===== src/rtl/wuc_tap_pkg.sv =====
package wuc_tap_pkg;

  typedef enum logic [3:0] {
    ST_RESET   = 4'h0,
    ST_IDLE    = 4'h1,
    ST_SEL_DR  = 4'h2,
    ST_CAP_DR  = 4'h3,
    ST_SH_DR   = 4'h4,
    ST_EX1_DR  = 4'h5,
    ST_PAU_DR  = 4'h6,
    ST_EX2_DR  = 4'h7,
    ST_UPD_DR  = 4'h8,
    ST_SEL_IR  = 4'h9,
    ST_CAP_IR  = 4'hA,
    ST_SH_IR   = 4'hB,
    ST_EX1_IR  = 4'hC,
    ST_PAU_IR  = 4'hD,
    ST_EX2_IR  = 4'hE,
    ST_UPD_IR  = 4'hF
  } tap_state_e;

  function automatic tap_state_e tap_next(input tap_state_e cur, input logic tms);
    tap_state_e nxt;
    unique case (cur)
      ST_RESET:  nxt = tms ? ST_RESET  : ST_IDLE;
      ST_IDLE:   nxt = tms ? ST_SEL_DR : ST_IDLE;
      ST_SEL_DR: nxt = tms ? ST_SEL_IR : ST_CAP_DR;
      ST_CAP_DR: nxt = tms ? ST_EX1_DR : ST_SH_DR;
      ST_SH_DR:  nxt = tms ? ST_EX1_DR : ST_SH_DR;
      ST_EX1_DR: nxt = tms ? ST_UPD_DR : ST_PAU_DR;
      ST_PAU_DR: nxt = tms ? ST_EX2_DR : ST_PAU_DR;
      ST_EX2_DR: nxt = tms ? ST_UPD_DR : ST_SH_DR;
      ST_UPD_DR: nxt = tms ? ST_SEL_DR : ST_IDLE;
      ST_SEL_IR: nxt = tms ? ST_RESET  : ST_CAP_IR;
      ST_CAP_IR: nxt = tms ? ST_EX1_IR : ST_SH_IR;
      ST_SH_IR:  nxt = tms ? ST_EX1_IR : ST_SH_IR;
      ST_EX1_IR: nxt = tms ? ST_UPD_IR : ST_PAU_IR;
      ST_PAU_IR: nxt = tms ? ST_EX2_IR : ST_PAU_IR;
      ST_EX2_IR: nxt = tms ? ST_UPD_IR : ST_SH_IR;
      ST_UPD_IR: nxt = tms ? ST_SEL_DR : ST_IDLE;
    endcase
    return nxt;
  endfunction

endpackage


===== src/rtl/wuc_pin_sync.sv =====
module wuc_pin_sync #(
  parameter int W = 4,
  parameter int STAGES = 2,
  parameter logic [W-1:0] RST_VAL = '0
) (
  input  logic         clk,
  input  logic         rst_n,
  input  logic [W-1:0] d,
  output logic [W-1:0] q
);
  for (genvar i = 0; i < W; i++) begin : g_bit
    logic [STAGES-1:0] chain;
    always_ff @(posedge clk or negedge rst_n) begin
      if (!rst_n) chain <= {STAGES{RST_VAL[i]}};
      else        chain <= {chain[STAGES-2:0], d[i]};
    end
    assign q[i] = chain[STAGES-1];
  end
endmodule


===== src/rtl/wuc_tap_fsm.sv =====
module wuc_tap_fsm
  import wuc_tap_pkg::*;
(
  input  logic       clk,
  input  logic       rst_n,
  input  logic       step,
  input  logic       tms,
  input  logic       force_reset,
  output tap_state_e state
);
  always_ff @(posedge clk or negedge rst_n) begin
    if (!rst_n)           state <= ST_RESET;
    else if (force_reset) state <= ST_RESET;
    else if (step)        state <= tap_next(state, tms);
  end
endmodule


===== src/rtl/wuc_erase_timer.sv =====
module wuc_erase_timer #(
  parameter int ERASE_CYCLES = 4096
) (
  input  logic clk,
  input  logic rst_n,
  input  logic start,
  output logic busy
);
  localparam int CW = $clog2(ERASE_CYCLES + 1);
  logic [CW-1:0] remain;

  always_ff @(posedge clk or negedge rst_n) begin
    if (!rst_n)              remain <= '0;
    else if (start)          remain <= CW'(ERASE_CYCLES);
    else if (remain != '0)   remain <= remain - CW'(1);
  end

  assign busy = (remain != '0);
endmodule


===== src/rtl/wuc_dbg_tap.sv =====
module wuc_dbg_tap
  import wuc_tap_pkg::*;
#(
  parameter int IR_W         = 4,
  parameter int DR_W         = 8,
  parameter int REQ_IR_CODE  = 1,
  parameter int ERASE_BIT    = 1,
  parameter int RESET_BIT    = 5,
  parameter int ERASE_CYCLES = 4096,
  parameter int SYNC_STAGES  = 2
) (
  input  logic clk,
  input  logic rst_n,
  input  logic jtag_tck,
  input  logic jtag_tms,
  input  logic jtag_tdi,
  input  logic jtag_trst_n,
  output logic jtag_tdo,
  output logic erase_pulse,
  output logic reset_pulse,
  output logic erase_busy
);
  localparam int PIN_N = 4;
  localparam logic [PIN_N-1:0] PIN_RST = 4'b0010; // tms idles high, trst held

  // Pin order: [0] tck, [1] tms, [2] tdi, [3] trst_n
  logic [PIN_N-1:0] pins_s;
  logic             tck_d;
  logic             tck_rise, tck_fall;
  tap_state_e       state;

  wuc_pin_sync #(.W(PIN_N), .STAGES(SYNC_STAGES), .RST_VAL(PIN_RST)) u_sync (
    .clk   (clk),
    .rst_n (rst_n),
    .d     ({jtag_trst_n, jtag_tdi, jtag_tms, jtag_tck}),
    .q     (pins_s)
  );

  always_ff @(posedge clk or negedge rst_n) begin
    if (!rst_n) tck_d <= 1'b0;
    else        tck_d <= pins_s[0];
  end

  assign tck_rise = pins_s[0] & ~tck_d;
  assign tck_fall = ~pins_s[0] & tck_d;

  wuc_tap_fsm u_fsm (
    .clk         (clk),
    .rst_n       (rst_n),
    .step        (tck_rise),
    .tms         (pins_s[1]),
    .force_reset (~pins_s[3]),
    .state       (state)
  );

  // Scan registers
  logic [IR_W-1:0] ir_sr, ir_q;
  logic [DR_W-1:0] dr_sr;
  logic [DR_W-1:1] req_q;
  logic            byp_q;
  logic            req_sel;
  logic            upd_req;
  logic            erase_start;

  assign req_sel     = (ir_q == IR_W'(REQ_IR_CODE));
  assign upd_req     = tck_rise && (state == ST_UPD_DR) && req_sel;
  assign erase_start = upd_req && dr_sr[ERASE_BIT] && dr_sr[RESET_BIT] && !erase_busy;

  always_ff @(posedge clk or negedge rst_n) begin
    if (!rst_n) begin
      ir_sr       <= '0;
      ir_q        <= '1;
      dr_sr       <= '0;
      req_q       <= '0;
      byp_q       <= 1'b0;
      erase_pulse <= 1'b0;
      reset_pulse <= 1'b0;
    end else begin
      erase_pulse <= 1'b0;
      reset_pulse <= 1'b0;
      if (state == ST_RESET) begin
        ir_q  <= '1;
        req_q <= '0;
      end else if (tck_rise) begin
        unique case (state)
          ST_CAP_IR: ir_sr <= IR_W'(1);
          ST_SH_IR:  ir_sr <= {pins_s[2], ir_sr[IR_W-1:1]};
          ST_UPD_IR: ir_q  <= ir_sr;
          ST_CAP_DR: begin
            byp_q <= 1'b0;
            dr_sr <= {req_q, erase_busy};
          end
          ST_SH_DR: begin
            byp_q <= pins_s[2];
            dr_sr <= {pins_s[2], dr_sr[DR_W-1:1]};
          end
          ST_UPD_DR: begin
            if (req_sel) begin
              req_q       <= dr_sr[DR_W-1:1];
              reset_pulse <= dr_sr[RESET_BIT];
              erase_pulse <= erase_start;
            end
          end
          default: ;
        endcase
      end
    end
  end

  // TDO launched on the falling test clock
  always_ff @(posedge clk or negedge rst_n) begin
    if (!rst_n) jtag_tdo <= 1'b0;
    else if (tck_fall) begin
      if (state == ST_SH_IR)      jtag_tdo <= ir_sr[0];
      else if (state == ST_SH_DR) jtag_tdo <= req_sel ? dr_sr[0] : byp_q;
      else                        jtag_tdo <= 1'b0;
    end
  end

  wuc_erase_timer #(.ERASE_CYCLES(ERASE_CYCLES)) u_timer (
    .clk   (clk),
    .rst_n (rst_n),
    .start (erase_start),
    .busy  (erase_busy)
  );

endmodule


===== config.mk =====
export PLATFORM = sky130hd
export DESIGN_NAME = wuc_dbg_tap
export DESIGN_NICKNAME = d
export VERILOG_FILES = /design/src/rtl/wuc_tap_pkg.sv /design/src/rtl/wuc_pin_sync.sv /design/src/rtl/wuc_tap_fsm.sv /design/src/rtl/wuc_erase_timer.sv /design/src/rtl/wuc_dbg_tap.sv
export SDC_FILE = /design/constraint.sdc
export NUM_CORES = 1
export LEC_CHECK = 0
export CAP_MARGIN = 20
export CORE_ASPECT_RATIO = 0.5
export CORE_MARGIN = 10
export CORE_UTILIZATION = 47
export CTS_CLUSTER_SIZE = 30
export DETAILED_ROUTE_END_ITERATION = 10
export SYNTH_ARGS = -nofsm -noshare
export SYNTH_HDL_FRONTEND = slang
export SYNTH_SLANG_ARGS = --single-unit
export TNS_END_PERCENT = 30

===== constraint.sdc =====
create_clock -name clk -period 4.74 [get_ports clk]
set_input_delay 0.474 -clock clk [delete_from_list [all_inputs] [get_ports clk]]
set_output_delay 0.474 -clock clk [all_outputs]
set_load 0.01 [all_outputs]

==> impl_metrics.yaml <==
sta:
  max_freq_mhz: 387
  setup-violations-final: 0
  min_period_ns: 2.58
  rsz0062_at_grt: "false"
  fin_crit_sh_pct: 54.5
  finClkSkew_ns: 0.00597
  relSlewSlack_pct: 51.1
  fin_tns_setup_ns: 0
  hold_viol: 0
  maxSlewViolCount: 0
  setup_slack_ns: 2.16
  tightest_slew_ns: 0.728
critical_path:
  cpMaxStageDelayCell: "clkdlybuf4s50_1"
  crit_path_max_incr_delay_ns: 0.57
  r2r-start: "u_fsm.state[2]"
  crit_top_cell: "inv_1"
  rr_endpoint: "u_timer.remain[0]"
  start_kind: "flop"
  r2r_cells: 4
  crit_buf_inv: 3
  reg2reg_slack_ns: 2.54
  cp_max_fo: 5
  critPathCaptureType: "output pin"
  arrival_ns: 2.11
  path_class: "flop to output pin"
  path_delay_family: "buffers and inverters"
  path_cells: "inv_1 -> ha_1 -> nor2b_1 -> and4_1 -> inv_1 -> clkdlybuf4s50_1"
  critPathRequiredTime_ns: 4.27
global_route:
  grt_pass1_vias: 1724
  grt_pass1_wl_um: 8230
  grt_max_degree: 54
  grt.total_usage_pct: 11.4
  overflow: 0
  antenna_found_initial: 0
clock_tree:
  cts_sinks: 53
  cts_resized: 0
  clk_pin_slew_ns: 0.09
  clk_path_buf_depth: 2
  cts_tree: "done"
  numCtsBuffers: 5
  clkLatencyLatePin_ns: 0.30
  hold_buffers: 0
  cts_root_buffer: "clkbuf_8"
  cts.htree.levels: 2
  cts_setup_buffers: 0
logic_synthesis:
  synth_edf_count: 0
  synthArstFlopShare_pct: 100
  syn_inst: 248
  ys_seq_elements: 53
  synthFlopType: "dfrtp_1"
  ys_types: 55
  syn-cell-area_um2: 2480
  synth_area_per_cell_um2: 9.99
  ys_warn_count: 0
  yosysSeqAreaShare_pct: 53.8
  syn_nets: 256
floorplanning:
  die_y_um: 71.4
  die_w_um: 123
  coreArea_um2: 5020
  ios: 10
  rows: 18
  start_util_pct: 49.4
  die_area_um2: 8750
placement:
  hpwl_um: 3250
  placed_area_um2: 2620
  dp_slack_ns: 2.49
  gp_congestion: 0.775
  io_buffers: 9
routing:
  remaining_drc_errors: 0
  drt_wl_total_um: 4750
  vias: 1805
  via_per_inst: 5.55
  dr.pass1.iters: 4
  drt_iter0_markers: 217
  antenna_left: 0
  post_drt_wl_per_cell_um: 14.6
outcome:
  status: "finished, final reports clean"
flow_run:
  maxCapViolCount: 0
cells_and_area:
  area_growth_pct: 9.64
  final_nets: 262
  design_area_um2: 2720
  diodes: 0
  drive_gt1_share_pct: 10.6
power:
  power.density_nw_per_um2: 294
  ir_drop_mv: 0.124
  p_leak_nw: 1.21
worst_hold_path:
  min_path_type: "input port to async pin"
==> cell type report <==
type / instances / area [µm²]
multi-input combinational: 174 / 1060
sequential: 53 / 1330
tap: 70 / 87.6
fill: 455 / 2300
inverter: 10 / 37.5
clock buffer: 7 / 96.3
timing repair buffer: 10 / 92.6
clock inverter: 1 / 5.00
==> cells in the final DEF (no fill, tap or decap), types with 7 or more instances in the layout <==
cell,instances
dfrtp_1,47
o21ai_1,13
clkdlybuf4s50_1,8
nor2_1,18
clkbuf_8,7
mux2i_1,8
nand2_1,30
o21ai_0,13
inv_1,10
nand3_1,7
==> report_power, final <==
part / internal, mW / leakage (nW) / switching, mW
logic: 0.0170 / 0.451 / 0.0266
clock network: 0.132 / 0.0542 / 0.142
registers: 0.469 / 0.701 / 0.0129
==> routing by layer <==
metal | part of all wire [%] | GRT usage, % | up-vias
met5 | 0 | 0 | -
met4 | 0.25 | 3.12 | 0
met3 | 3.4 | 3.28 | 2
met2 | 47 | 17.8 | 21
met1 | 49 | 15.1 | 893
li1 | - | - | 889
==> flip-flops by register name (all words and copies together), names as in the netlist, 4 cells and up <==
name                count
u_timer.remain         13
dr_sr                   8
u_sync.g_bit.chain      8
req_q                   7
ir_q                    4
ir_sr                   4
u_fsm.state             4
==> synth_stat cells (all sizes together), types with 3 or more instances <==
cell	instances	area share (%)
nand2b	3	0.76
xnor2	3	1.1
or3	3	0.96
nor3	5	1.0
nand3	7	1.4
clkbuf	9	1.4
dfrtp	47	47
or4	3	1.2
o31ai	6	1.8
nor4	7	2.3
and2	4	1.0
a21oi	6	1.2
a31oi	5	1.3
nand2	30	4.5
a31o	3	1.1
xor2	3	1.1
inv	10	1.5
nor2b	5	1.3
dfstp	6	6.4
mux2i	8	3.2
nor2	19	3.0
o21ai	26	5.2
==> per-stage QoR <==
| stage | std cells | total power [mW] | utilization [%] | hold slack, ns |
|---|---|---|---|---|
| final | 325 | 0.799 | 54.1 | 0.274 |
| after CTS | 325 | 0.811 | 54.1 | 0.301 |
| after detailed placement | 317 | 0.535 | 52.1 | 0.335 |
| after global placement | 317 | 0.534 | 52.1 | 0.332 |
| after floorplan | 248 | 0.512 | - | 0.178 |
| after global routing | 325 | 0.841 | 54.1 | 0.335 |
==> how the worst max path moves through the flow <==
stage                      start  cells after the start                  to  slack, ns
6_report       u_timer.remain[0]                      6          erase_busy       2.16
2_1_floorplan  u_timer.remain[0]                      6  u_timer.remain[10]       2.92
3_3_place_gp   u_timer.remain[0]                      6          erase_busy       2.55
3_5_place_dp   u_timer.remain[0]                      6          erase_busy       2.49
5_1_grt        u_timer.remain[0]                      6          erase_busy       2.02
4_1_cts        u_timer.remain[0]                      6          erase_busy       2.14
==> logic make-up after synthesis <==
kind of cell | synth area share [%]
simple gates | 22.1
compound gates | 14.5
flops | 53.8
buf+inv | 3.23
mux | 3.23
xor+xnor | 2.12
fa+ha+maj | 1.01
No activity file was read; power rests on OpenSTA's default activity.
